**src/rtl/split_cmp_timer.sv**
```systemverilog
module split_cmp_timer #(
  parameter int HW = 8
) (
  input  logic          clk,
  input  logic          rst_n,
  input  logic          cnt_en,
  input  logic [2:0]    addr,
  input  logic          wr_en,
  input  logic [HW-1:0] wr_data,
  input  logic          rd_en,
  output logic [HW-1:0] rd_data,
  output logic          irq_hi,
  output logic          irq_lo,
  output logic          out_hi,
  output logic          out_lo
);
  localparam logic [2:0] A_CMPH = 3'd0, A_CMPL = 3'd1, A_CNTH = 3'd2,
                         A_CNTL = 3'd3, A_CTRL = 3'd4, A_STAT = 3'd5;

  logic [HW-1:0] cmp_h, cmp_l, cnt_h, cnt_l, hold;
  logic          split, ien_h, ien_l;
  logic          fm_h, fm_l, fr_h, fr_l;

  wire wr_cmph = wr_en && addr == A_CMPH;
  wire wr_cmpl = wr_en && addr == A_CMPL;
  wire wr_ctrl = wr_en && addr == A_CTRL;
  wire wr_stat = wr_en && addr == A_STAT;

  wire [HW-1:0] nxt_l = cnt_l + 1'b1;
  wire [HW-1:0] nxt_h = cnt_h + ((split || &cnt_l) ? 1'b1 : 1'b0);

  wire hit_h = cnt_en && (split ? (nxt_h == cmp_h)
                                : ({nxt_h, nxt_l} == {cmp_h, cmp_l}));
  wire hit_l = cnt_en && split && (nxt_l == cmp_l);

  assign irq_hi = fr_h & ien_h;
  assign irq_lo = fr_l & ien_l;

  always_ff @(posedge clk) begin
    if (!rst_n) begin
      cnt_h <= '0;
      cnt_l <= '0;
    end else if (cnt_en) begin
      cnt_h <= nxt_h;
      cnt_l <= nxt_l;
    end
  end

  always_ff @(posedge clk) begin
    if (!rst_n) begin
      cmp_h <= '1;
      cmp_l <= '1;
      hold  <= '0;
    end else begin
      if (wr_cmph) begin
        if (split) cmp_h <= wr_data;
        else       hold  <= wr_data;
      end
      if (wr_cmpl) begin
        cmp_l <= wr_data;
        if (!split) cmp_h <= hold;
      end
      if (rd_en && addr == A_CNTH && !split) hold <= cnt_l;
    end
  end

  always_ff @(posedge clk) begin
    if (!rst_n) begin
      split <= 1'b0;
      ien_h <= 1'b0;
      ien_l <= 1'b0;
    end else if (wr_ctrl) begin
      split <= wr_data[0];
      ien_h <= wr_data[3];
      ien_l <= wr_data[4];
    end
  end

  always_ff @(posedge clk) begin
    if (!rst_n) begin
      fm_h <= 1'b0;
      fm_l <= 1'b0;
      fr_h <= 1'b0;
      fr_l <= 1'b0;
    end else begin
      fm_h <= hit_h | (fm_h & ~(wr_stat & ~wr_data[4]));
      fm_l <= hit_l | (fm_l & ~(wr_stat & ~wr_data[5]));
      fr_h <= hit_h | (fr_h & ~(wr_stat & ~wr_data[6]));
      fr_l <= hit_l | (fr_l & ~(wr_stat & ~wr_data[7]));
    end
  end

  always_ff @(posedge clk) begin
    if (!rst_n) begin
      out_hi <= 1'b0;
      out_lo <= 1'b0;
    end else if (wr_ctrl) begin
      out_hi <= wr_data[1];
      out_lo <= wr_data[2];
    end else begin
      if (hit_h) out_hi <= ~out_hi;
      if (hit_l) out_lo <= ~out_lo;
    end
  end

  always_ff @(posedge clk) begin
    if (!rst_n) rd_data <= '0;
    else if (rd_en) begin
      rd_data <= '0;
      case (addr)
        A_CMPH:  rd_data <= cmp_h;
        A_CMPL:  rd_data <= cmp_l;
        A_CNTH:  rd_data <= cnt_h;
        A_CNTL:  rd_data <= split ? cnt_l : hold;
        A_CTRL:  rd_data[4:0] <= {ien_l, ien_h, out_lo, out_hi, split};
        A_STAT:  rd_data[7:4] <= {fr_l, fr_h, fm_l, fm_h};
        default: rd_data <= '0;
      endcase
    end
  end

  AST_WIDE_MATCH_FLAG: assert property (@(posedge clk) disable iff (!rst_n)
    (cnt_en && !split && {nxt_h, nxt_l} == {cmp_h, cmp_l}) |=> (fm_h && fr_h));
  AST_SPLIT_LO_FLAG: assert property (@(posedge clk) disable iff (!rst_n)
    (cnt_en && split && nxt_l == cmp_l) |=> (fm_l && fr_l));
  AST_HI_PIN_FLIPS: assert property (@(posedge clk) disable iff (!rst_n)
    (hit_h && !wr_ctrl) |=> (out_hi != $past(out_hi)));
  AST_LO_QUIET_WIDE: assert property (@(posedge clk) disable iff (!rst_n)
    (!split && !wr_ctrl) |=> $stable(out_lo));
  AST_PINS_HOLD_IDLE: assert property (@(posedge clk) disable iff (!rst_n)
    (!cnt_en && !wr_ctrl) |=> ($stable(out_hi) && $stable(out_lo)));
  AST_FLAG_STICKY: assert property (@(posedge clk) disable iff (!rst_n)
    (fr_h && !wr_stat) |=> fr_h);
  AST_CNT_HOLD: assert property (@(posedge clk) disable iff (!rst_n)
    !cnt_en |=> ($stable(cnt_h) && $stable(cnt_l)));
endmodule

```
**config.mk**
```make
export PLATFORM = sky130hd
export DESIGN_NAME = split_cmp_timer
export DESIGN_NICKNAME = d
export VERILOG_FILES = /design/src/rtl/split_cmp_timer.sv
export SDC_FILE = /design/constraint.sdc
export NUM_CORES = 1
export LEC_CHECK = 0
export BUFFER_PORTS_ARGS = -buffer_cell sky130_fd_sc_hd__buf_2
export CAP_MARGIN = 20
export CORE_MARGIN = 1.5
export CORE_UTILIZATION = 64
export DETAILED_ROUTE_END_ITERATION = 8
export GPL_ROUTABILITY_DRIVEN = 0
export GPL_TIMING_DRIVEN = 0
export PLACE_DENSITY_LB_ADDON = 0.3
export SLEW_MARGIN = 40
export SYNTH_ARGS = -nofsm -noshare
export SYNTH_HDL_FRONTEND = slang
export SYNTH_SLANG_ARGS = --single-unit
```
**constraint.sdc**
```tcl
create_clock -name clk -period 4.63 [get_ports clk]
set_clock_uncertainty 0.15 [all_clocks]
set_input_delay 0.926 -clock clk [delete_from_list [all_inputs] [get_ports clk]]
set_output_delay 0.926 -clock clk [all_outputs]
set_load 0.1 [all_outputs]
```
* Word-level counts from Yosys, hierarchy flattened
Index checks and enable logic that the tools add are counted. Widths: inputs -> output; s select.
Storage, ports and cells: bits in latches 0, flip-flop bits (word level) 57, ROM bits 0, bits in writable memories 0, output and inout bits 12, memories kept 0
Cells by class: bitwise gates (word level) 24, multipliers 0, divide/modulo/power cells 0, reductions and logical operators 17, shift-type cells 0, multiplexer cells 17, order comparisons 0, $add $sub $neg 2, equality and inequality tests 9
Operator list (count):
- $mux 8 | 8
- $pmux 4 s5 | 1
- $eq 16x16->1 | 1
- $eq 8x8->1 | 2
- $pmux 3 s5 | 1
- $and 1x1->1 | 10
- $not 1->1 | 10
- $logic_and 1x1->1 | 9
- $add 8x1->8 | 1
- $add 8x1->8 const B | 1
- $reduce_and 8->1 | 1
- $eq 3x2->1 const B | 2
- $eq 3x3->1 const B | 2
- $mux 1 | 6
- $pmux 1 s6 | 1
- $reduce_bool 2->1 | 3
- $or 1x1->1 | 4
- $eq 3x1->1 const B | 1
- $logic_not 3->1 | 1
- $ne 2x1->1 const B | 1
- $reduce_and 2->1 | 1
- $logic_not 1->1 | 1
- $logic_or 1x1->1 | 1

* Logic depth before layout (Yosys ltp)
Gate-level depths: netlist of run 1.
word-level depth 9, gate-level depth with buffers 13, depth with buffers taken out 11

* Worst setup path after synthesis of run 1
Ideal clock, no wire load.
path type reg-to-reg, from register cnt_l[4], to register out_hi, data arrival time 2.427 ns, path slack 1.974 ns, period minus slack after synthesis 2.656 ns, cell stages (with the launch flop) 14, library setup time 0.080 ns, buffers on the path 2, required time 4.400 ns, path through dfxtp_1 -> buf_4 -> and3_1 -> and3_1 -> a31o_2 -> ha_1 -> and4_1 -> clkbuf_1 -> xnor2_1 -> a2bb2oi_1 -> a21oi_1 -> nand4_1 -> or2_4 -> a211oi_2
On the way: longest elaborated chain between the ends 8, elaborated cells on any way between the ends 10, classes of those cells add/sub: 2; eq/ne: 2; mux: 2; reduce/logical: 4
RTL lines:
- from (decl) | line 20 | logic [HW-1:0] cmp_h, cmp_l, cnt_h, cnt_l, hold;
- from (signal assigned) | line 45 | cnt_l <= nxt_l;
- $reduce_and 8->1 | line 30 | wire [HW-1:0] nxt_h = cnt_h + ((split || &cnt_l) ? 1'b1 : 1'b0);
- $logic_or 1x1->1 | line 30
- $mux 1 | line 30
- $add 8x1->8 | line 30
- $eq 16x16->1 / $eq 8x8->1 (equally long branches) | line 33, 32
- $mux 1 (*) | line 32 | wire hit_h = cnt_en && (split ? (nxt_h == cmp_h)
- $logic_and 1x1->1 (*) | line 32
- $reduce_bool 2->1 (no line) (*)
- to (signal assigned) | line 98 | out_hi <= wr_data[1];
- to (signal assigned) | line 101 | if (hit_h) out_hi <= ~out_hi;
- to (decl) | line 14 | output logic out_hi,
Every way passes the cells marked *; elsewhere a longest branch is shown, timed or not. A chain may end at the register's enable or synchronous reset.

* Worst setup path in the final report of run 1
from register split, to register fm_h
On the way: longest elaborated chain between the ends 7, elaborated cells on any way between the ends 8, classes of those cells add/sub: 1; eq/ne: 2; mux: 2; bitwise: 1; reduce/logical: 2
RTL lines:
- from (decl) | line 21 | logic split, ien_h, ien_l;
- from (signal assigned) | line 73 | split <= wr_data[0];
- $logic_or 1x1->1 | line 30
- $mux 1 | line 30
- $add 8x1->8 | line 30
- $eq 16x16->1 / $eq 8x8->1 (equally long branches) | line 33, 32
- $mux 1 (*) | line 32
- $logic_and 1x1->1 (*) | line 32
- $or 1x1->1 (*) | line 86 | fm_h <= hit_h | (fm_h & ~(wr_stat & ~wr_data[4]));
- to (signal assigned) | line 86
- to (decl) | line 22 | logic fm_h, fm_l, fr_h, fr_l;
Marked as above.

==> results of run 1 <==
[layout make-up]
class,count,area [sq um],area share
Multi-Input combinational cell,304,2010,0.537
Sequential cell,57,1140,0.305
Clock buffer,11,151,0.0405
Buffer,30,136,0.0365
Timing Repair Buffer,23,115,0.0308
Tap cell,67,83.8,0.0224
Clock inverter,5,77.6,0.0207
Inverter,7,26.3,0.00703
[metrics by stage]
stage                     utilization  hold slack, ns  std cells
after floorplan                     -           0.299        398
after global placement          0.724           0.309        488
after detailed placement        0.724           0.322        488
after CTS                       0.771           0.341        504
after global routing            0.771           0.366        504
final                           0.771           0.344        504
[kinds of logic (layout without fill, tap and decap cells)]
| logic type | after synthesis | in the layout |
|---|---|---|
| buffers and inverters | 37 | 76 |
| AOI/OAI and AO/OA | 83 | 83 |
| adders and majority gates | 3 | 3 |
| xor gates and xnor gates | 29 | 29 |
| DFF | 57 | 57 |
| muxes | 30 | 30 |
| and+or+nand+nor | 159 | 159 |
[Yosys cell counts (10+ instances only)]
master    count
a22oi_1      11
xnor2_1      19
dfxtp_1      57
clkbuf_1     18
nor2_1       11
and2_1       17
nand2_1      58
a21oi_1      10
nand3_1      28
mux2i_1      26
nor2b_1      18
o21ai_0      19
[per-layer routing]
layer  routed length (um)  share of wire
met5                    0              0
met4                  420          0.046
met3                  978           0.11
met2                 4200           0.45
met1                 3630           0.39
[where the power goes]
| part | internal (mW) | switching [mW] | leakage, nW |
|---|---|---|---|
| Sequential | 0.505 | 0.0133 | 0.463 |
| Combinational | 0.0526 | 0.103 | 0.971 |
| Clock | 0.330 | 0.208 | 0.115 |
| Total | 0.888 | 0.324 | 1.55 |
[registers in the layout, indices dropped and copies added (netlist names)]
signal   cells
fm_h         1
cmp_h        8
ien_l        1
fm_l         1
rd_data      8
hold         8
out_hi       1
cnt_h        8
cmp_l        8
out_lo       1
split        1
fr_h         1
cnt_l        8
ien_h        1
fr_l         1
[worst min-delay path by stage]
stage	startpoint	cells past startpoint	to
3_5_place_dp	fm_h$_SDFF_PN0_	2	fm_h$_SDFF_PN0_
6_report	fm_l$_SDFF_PN0_	2	fm_l$_SDFF_PN0_
3_3_place_gp	fm_h$_SDFF_PN0_	2	fm_h$_SDFF_PN0_
5_1_grt	fr_h$_SDFF_PN0_	2	fr_h$_SDFF_PN0_
4_1_cts	fm_l$_SDFF_PN0_	2	fm_l$_SDFF_PN0_
2_1_floorplan	fm_h$_SDFF_PN0_	2	fm_h$_SDFF_PN0_
[worst register-to-register path, cell delays in order (launching register included)]
cell and delay [ns]:
dfxtp_1 0.31, clkbuf_1 0.43, buf_2 0.36, a31o_2 0.17, ha_1 0.18, and4_1 0.20
clkbuf_1 0.21, nand3_1 0.11, a2bb2oi_1 0.15, a21oi_1 0.13, nand4_1 0.20, or2_4 0.34
a21boi_1 0.17
[placed cells by master (no fill, tap or decap), types with 8 or more instances in the layout]
cell and instances:
nand2_1 58, nand4_1 8, and2_1 17, o22ai_1 8, xor2_1 9, nand3_1 28
o21ai_0 19, o211a_1 9, a22oi_1 11, dfxtp_1 57, a21oi_1 10, xnor2_1 19
nor2_1 11, nor2b_1 18, clkbuf_8 11, clkbuf_1 18, buf_2 30, mux2i_1 26
==> flow_metrics.env, run 1 <==
export IMPL_fin_crit_ns=3.19
export IMPL_overflow=0
export IMPL_worstPathArrival_ns=3.30
export IMPL_final_setup_viol_count=0
export IMPL_area_growth_pct=12.9
export IMPL_routedWlPerCell_um=18.3
export IMPL_synth_top_area_frac=0.345
export IMPL_cts_tree="built"
export IMPL_row_count=25
export IMPL_clock_root_buffer="clkbuf_8"
export IMPL_grt_pass1_vias=2883
export IMPL_synthArstFlopShare=0
export IMPL_max_freq_mhz=313
export IMPL_cp_cell_sequence="clkbuf_1, buf_2, a31o_2, ha_1, and4_1, clkbuf_1, nand3_1, a2bb2oi_1, a21oi_1, nand4_1, or2_4, a21boi_1"
export IMPL_synth_area_top_cells="dfxtp_1, mux2i_1, nand2_1"
export IMPL_grt_usage=0.351
export IMPL_placed_area_sq_um=3510
export IMPL_rr_startpoint="split$_SDFFE_PN0P_"
export IMPL_synth_compound_area_share=0.179
export IMPL_synth_top_family_by_area="simple AND/OR/NAND/NOR gates"
export IMPL_worstHoldPathType="reg -> reg"
export IMPL_critPathSlowestCell="clkbuf_1"
export IMPL_crit_type="reg -> reg"
export IMPL_fin_ws_ns=1.44
export IMPL_drv_slew=0
export IMPL_synth_top_flop_cell="dfxtp_1"
export IMPL_r2r_end="fm_h$_SDFF_PN0_"
export IMPL_synthAdderAreaFrac=0.0113
export IMPL_yosys_area_share_xor_xnor=0.0790
export IMPL_design_area_sq_um=3740
export IMPL_status="completed"
export IMPL_diodes=0
export IMPL_max_stage_delay_ns=0.43
export IMPL_reg2reg_setup_slack_ns=1.44
export IMPL_clk_latency_ns=0.35
export IMPL_detailedPlace_worstSlack_ns=1.45
export IMPL_worst_pin_slew_ns=0.680
export IMPL_ys_warn_count=0
export IMPL_via_per_inst=6.39
export IMPL_rsz0062_at_grt="false"
export IMPL_yosysSeqAreaShare=0.345
export IMPL_cts_buffers=9
export IMPL_antenna_found_initial=0
export IMPL_clk_pin_slew_ns=0.06
export IMPL_die_w_um=74.9
export IMPL_antenna_left=0
export IMPL_fin_nets=451
export IMPL_critical_path_top_delay_family="buffers and inverters"
export IMPL_drive_above_1_share=0.149
export IMPL_p_total_mw=1.21
export IMPL_grt_max_degree=11
export IMPL_die_area_sq_um=5620
export IMPL_critPathRequiredTime_ns=4.74
export IMPL_peakVddDrop_v=0.000212
export IMPL_use_met2=0.536
export IMPL_crit_top_cell="clkbuf_1"
export IMPL_met1_usage=0.439
export IMPL_core_area_sq_um=4850
export IMPL_die_h_um=74.9
export IMPL_p_per_area_nw_per_um2=324
export IMPL_fin_crit_sh=0.689
export IMPL_holdBufCountCts=0
export IMPL_cp_depth=12
export IMPL_nFillCells=357
export IMPL_crit_path_start="split$_SDFFE_PN0P_"
export IMPL_synth_edf_count=0
export IMPL_synth_avg_cell_area_sq_um=8.32
export IMPL_wl_um=9230
export IMPL_synthCells=398
export IMPL_synth_mux_area_frac=0.0956
export IMPL_vias=3221
export IMPL_crit_end="fm_h$_SDFF_PN0_"
export IMPL_ys_ff_latch=57
export IMPL_worst_setup_path_end_kind="flop"
export IMPL_max_cap_violations=0
export IMPL_tns_ns=0
export IMPL_yosys_area_share_simple=0.242
export IMPL_reg2reg_depth=12
export IMPL_slew_limit_headroom=0.545
export IMPL_yosysTopAreaCell="dfxtp_1"
export IMPL_synth_nets=417
export IMPL_startpoint_type="flop"
export IMPL_post_dp_hpwl_um=6530
export IMPL_route_detailed_drc=0
export IMPL_post_cts_resized=0
export IMPL_cp_max_fo=10
export IMPL_grt_pass1_wl_um=14200
export IMPL_io_pins=28
export IMPL_critPathBufInv=3
export IMPL_clock_sinks=57
export IMPL_numPortBuffers=23
export IMPL_p_leak_nw=1.55
export IMPL_yosysUniqueCellTypes=50
export IMPL_clockBufferDepth=2
export IMPL_postCtsSetupBuffers=0
export IMPL_syn_cell_area_sq_um=3310
export IMPL_initial_core_util=0.683
export IMPL_use_met3=0.124
export IMPL_drt_pass1_iterations=6
export IMPL_cts_max_level=3
export IMPL_finalHoldViolations=0
export IMPL_drtIter0Drc=354
export IMPL_busiest_layer="met2"
Note: power is estimated with default switching activity, not from simulation.
==> run 2, diff against run 1 <==
CORE_UTILIZATION = 54   (was 64)
clock period = 2.57 ns   (was 4.63 ns; I/O delays follow)
==> run 2 against run 1 <==
Effect of this change: cell count grew 1.8%; flip-flop and latch count is the same; count of clock-buffer cells in the layout is the same; cell area grew 1.9%; sequential power grew 81%; die area grew 18%; global-route usage shrank 4.2 points; core utilization shrank 13 points; first-iteration DRC count shrank 4.2%; routed wire length grew 3.4%; sequential share of layout area shrank 0.42 points; worst setup slack lost 1.4 ns.
==> flow_metrics.env, run 2 (synthesis results as in run 1) <==
export IMPL_worstPathArrival_ns=2.65
export IMPL_rr_startpoint="split$_SDFFE_PN0P_"
export IMPL_die_area_sq_um=6610
export IMPL_holdBufCountCts=0
export IMPL_row_count=28
export IMPL_routedWlPerCell_um=18.6
export IMPL_combPwrFrac=0.147
export IMPL_fin_crit_sh=0.986
export IMPL_diodes=0
export IMPL_pwr_share_clk=0.368
export IMPL_antenna_found_initial=0
export IMPL_rsz0062_at_grt="true"
export IMPL_p_per_area_nw_per_um2=507
export IMPL_detailedPlace_worstSlack_ns=-0.227
export IMPL_drtIter0Drc=339
export IMPL_power_switching_mw=0.560
export IMPL_tns_ns=0
export IMPL_post_dp_hpwl_um=6810
export IMPL_core_area_sq_um=5920
export IMPL_grt_max_degree=11
export IMPL_fin_ws_ns=0.0358
export IMPL_grt_usage=0.309
export IMPL_peakVddDrop_v=0.000500
export IMPL_cts_buffers=9
export IMPL_final_cell_mix="nand2_1, dfxtp_1, buf_2"
export IMPL_initial_core_util=0.559
export IMPL_layout_commonest_cell="nand2_1"
export IMPL_wl_um=9540
export IMPL_clock_sinks=57
export IMPL_status="completed"
export IMPL_grt_pass1_vias=2947
export IMPL_holdWs_ns=0.294
export IMPL_dp_cells=496
export IMPL_critPathRequiredTime_ns=2.69
export IMPL_vias=3117
export IMPL_busiest_layer="met2"
export IMPL_min_from="wr_data[3]"
export IMPL_clockBufferDepth=2
export IMPL_p_total_mw=1.93
export IMPL_p_leak_nw=1.55
export IMPL_met1_usage=0.395
export IMPL_clock_root_buffer="clkbuf_8"
export IMPL_cp_max_fo=10
export IMPL_io_pins=28
export IMPL_clk_pin_slew_ns=0.06
export IMPL_use_met2=0.478
export IMPL_crit_type="reg -> reg"
export IMPL_drive_above_1_share=0.192
export IMPL_crit_path_start="split$_SDFFE_PN0P_"
export IMPL_p_sw_frac=0.290
export IMPL_overflow=0
export IMPL_via_per_inst=6.08
export IMPL_fin_nets=453
export IMPL_worst_pin_slew_ns=0.687
export IMPL_clk_latency_ns=0.34
export IMPL_slew_limit_headroom=0.540
export IMPL_max_cap_violations=0
export IMPL_cts_max_level=3
export IMPL_use_met3=0.0753
export IMPL_finalHoldViolations=0
export IMPL_area_growth_pct=15.1
export IMPL_grt_pass1_wl_um=14900
export IMPL_cts_tree="built"
export IMPL_intPower_mw=1.37
export IMPL_drv_slew=0
export IMPL_worst_setup_path_end_kind="flop"
export IMPL_p_seq_frac=0.484
export IMPL_antenna_left=0
export IMPL_fin_crit_ns=2.53
export IMPL_die_w_um=81.3
export IMPL_max_freq_mhz=395
export IMPL_worstHoldPathType="in -> reg"
export IMPL_die_h_um=81.3
export IMPL_drt_pass1_iterations=5
export IMPL_startpoint_type="flop"
export IMPL_final_cells=513
export IMPL_final_setup_viol_count=0
export IMPL_numPortBuffers=23
export IMPL_route_detailed_drc=0
## run 2: area by class of cell
| cell class | instances | area, sq um |
|---|---|---|
| Timing Repair Buffer | 29 | 160 |
| Buffer | 26 | 118 |
| Inverter | 7 | 26.3 |
| Sequential cell | 57 | 1150 |
| Clock inverter | 4 | 20.0 |
| Clock buffer | 11 | 141 |
| Fill cell | 512 | 2110 |
| Tap cell | 75 | 93.8 |
| Multi-Input combinational cell | 304 | 2110 |
## run 2: path summary, 6_finish.rpt
kind	to	slack [ns]	cells past startpoint
max	out_hi$_SDFFE_PN0P_	0.04	11
min	cmp_l[3]$_SDFFE_PN1P_	0.29	3
max reg2reg	out_hi$_SDFFE_PN0P_	0.04	11
min reg2reg	rd_data[4]$_SDFFE_PN0P_	0.34	1
## run 2: metrics by stage
stage	utilization	area, sq um
floorplan	-	3320
global placement	0.596	3530
detailed placement	0.596	3530
CTS	0.641	3790
global route	0.644	3810
finish	0.644	3810
## run 2: worst max-delay path: stages, from the launching register on
cell and delay, ns:
dfxtp_1 0.31, buf_2 0.25, buf_6 0.21, a31o_4 0.14, ha_4 0.17, nand3_4 0.10, nor2_4 0.12, xor2_1 0.19
mux2i_1 0.22, nand4_1 0.14, or2_4 0.28, a211oi_2 0.17
## run 2: per-layer routing
metal	wire [um]	vias to the layer above	part of all wire
li1	-	1478	-
met1	4110	1475	0.43
met3	716	29	0.075
met2	4430	135	0.46
met4	287	0	0.030
met5	0	-	0
## run 2: power groups by stage
stage,Sequential (mW),Combinational [mW],Clock (mW)
final,0.936,0.285,0.712
after global routing,0.938,0.308,0.751
after CTS,0.933,0.277,0.719
after detailed placement,0.952,0.273,0
after global placement,0.950,0.268,0
after floorplan,0.990,0.160,0
## run 2: what timing repair did
item | CTS | global route
resized for setup | 16 | 12
pin swaps | 6 | 5
buffers inserted | 4 | 2
endpoints found under the setup margin | 3 | 11
==> run 3, diff against run 2 <==
CORE_ASPECT_RATIO = 0.6   (was default)
==> run 3 against run 2 <==
Effect of this change: the run now ends with negative setup slack left; critical path type unchanged; register-to-register slack got worse by 0.15 ns; critical path depth unchanged; sequential share of layout area fell by 0.64 points; power is 8.0% higher; via count increased by 2.7%; die area up 0.23%; fmax shrank 5.6%; largest power group unchanged.
==> flow_metrics.env, run 3 (synthesis results as in run 1) <==
export IMPL_die_w_um=104
export IMPL_peakVddDrop_v=0.000306
export IMPL_grt_max_degree=11
export IMPL_die_h_um=63.7
export IMPL_grt_usage=0.310
export IMPL_critPathRequiredTime_ns=2.70
export IMPL_via_per_inst=6.14
export IMPL_max_freq_mhz=373
export IMPL_routedWlPerCell_um=18.5
export IMPL_antenna_left=0
export IMPL_drive_above_1_share=0.209
export IMPL_grt_pass1_vias=2943
export IMPL_area_growth_pct=17.8
export IMPL_design_area_sq_um=3900
export IMPL_drt_pass1_iterations=6
export IMPL_worstPathArrival_ns=2.81
export IMPL_cts_tree="built"
export IMPL_cts_max_level=3
export IMPL_finalHoldViolations=0
export IMPL_critical_path_top_delay_family="simple AND/OR/NAND/NOR gates"
export IMPL_final_cells=521
export IMPL_cts_buffers=9
export IMPL_dp_cells=501
export IMPL_clk_latency_ns=0.35
export IMPL_startpoint_type="flop"
export IMPL_use_met3=0.124
export IMPL_met1_usage=0.430
export IMPL_clk_pin_slew_ns=0.07
export IMPL_layout_commonest_cell="nand2_1"
export IMPL_fin_crit_ns=2.68
export IMPL_clock_root_buffer="clkbuf_8"
export IMPL_critPathBufInv=0
export IMPL_fin_nets=456
export IMPL_io_pins=28
export IMPL_critPathSlowestCell="dfxtp_2"
export IMPL_slew_limit_headroom=0.500
export IMPL_vias=3200
export IMPL_use_met2=0.434
export IMPL_overflow=0
export IMPL_p_per_area_nw_per_um2=535
export IMPL_worstHoldPathType="in -> reg"
export IMPL_max_stage_delay_ns=0.35
export IMPL_crit_top_cell="ha_4"
export IMPL_antenna_found_initial=0
export IMPL_drtIter0Drc=295
export IMPL_p_leak_nw=1.58
export IMPL_post_dp_hpwl_um=6860
export IMPL_final_cell_mix="nand2_1, dfxtp_1, buf_2"
export IMPL_die_area_sq_um=6630
export IMPL_worst_pin_slew_ns=0.747
export IMPL_wl_um=9640
export IMPL_drv_slew=0
export IMPL_busiest_layer="met2"
export IMPL_initial_core_util=0.576
export IMPL_row_count=21
export IMPL_diodes=0
export IMPL_placed_area_sq_um=3540
export IMPL_fin_ws_ns=-0.114
export IMPL_fin_crit_sh=1.04
export IMPL_cp_cell_sequence="ha_4, and3_4, a31o_4, ha_4, nand3_4, nor2_4, xor2_2, mux2i_1, nand4_1, or2_4, a211oi_2"
export IMPL_violations="negative setup slack"
export IMPL_crit_type="reg -> reg"
export IMPL_final_setup_viol_count=3
export IMPL_route_detailed_drc=0
export IMPL_cp_max_fo=5
export IMPL_clock_sinks=57
export IMPL_status="finished, violations left"
export IMPL_grt_pass1_wl_um=15400
export IMPL_max_cap_violations=0
export IMPL_numPortBuffers=23
export IMPL_rsz0062_at_grt="true"
export IMPL_core_area_sq_um=5750
export IMPL_clockBufferDepth=2
export IMPL_holdBufCountCts=0
export IMPL_holdWs_ns=0.276
export IMPL_worst_setup_path_end_kind="flop"
## run 3: layout make-up
cell class	instances	area, sq um
fill	478	1850
timing repair buffer	33	190
multi-input combinational	304	2120
clock buffer	12	155
sequential	57	1150
clock inverter	3	40.0
tap	80	100
buffer	25	116
inverter	7	26.3
## run 3: metrics by stage
step	util	setup TNS, ns	total power, mW	setup WS [ns]
after detailed placement	0.615	-2.93	1.23	-0.360
after global routing	0.678	-0.321	2.16	-0.175
after global placement	0.615	-2.33	1.22	-0.355
after CTS	0.672	-0.299	2.08	-0.121
final	0.678	-0.168	2.09	-0.114
after floorplan	-	0	1.15	0.0178
## run 3: path summary, 6_finish.rpt
| kind | start | endpoint | slack [ns] | cells past startpoint |
|---|---|---|---|---|
| worst min register to register | fr_h$_SDFF_PN0_ | fr_h$_SDFF_PN0_ | 0.33 | 2 |
| worst max register to register | cnt_l[1]$_SDFFE_PN0P_ | out_hi$_SDFFE_PN0P_ | -0.11 | 11 |
| worst min-delay path | wr_data[7] | cmp_l[7]$_SDFFE_PN1P_ | 0.28 | 3 |
| worst max-delay path | cnt_l[1]$_SDFFE_PN0P_ | out_hi$_SDFFE_PN0P_ | -0.11 | 11 |
## run 3: worst register-to-register path: stages, from the launching register on
cell,delay [ns]
dfxtp_2,0.35
ha_4,0.17
and3_4,0.20
a31o_4,0.20
ha_4,0.18
nand3_4,0.11
nor2_4,0.12
xor2_2,0.15
mux2i_1,0.28
nand4_1,0.20
or2_4,0.30
a211oi_2,0.20
## run 3: routing by layer
metal	wire length, um	up-vias	part of all wire
met5	0	-	0
met4	224	0	0.023
met3	1030	28	0.11
met2	3820	185	0.40
met1	4560	1511	0.47
li1	-	1476	-
## run 3: what timing repair did
| item | in CTS | in global routing |
|---|---|---|
| pin swaps | 6 | 9 |
| setup buffers | 5 | 5 |
| hold endpoints to repair | 0 | 0 |
| setup endpoints to repair | 3 | 13 |
| resized for setup | 19 | 16 |
## run 3: power breakdown
part,internal (mW),switching (mW)
logic,0.101,0.189
clock network,0.492,0.370
registers,0.911,0.0249
total,1.50,0.584
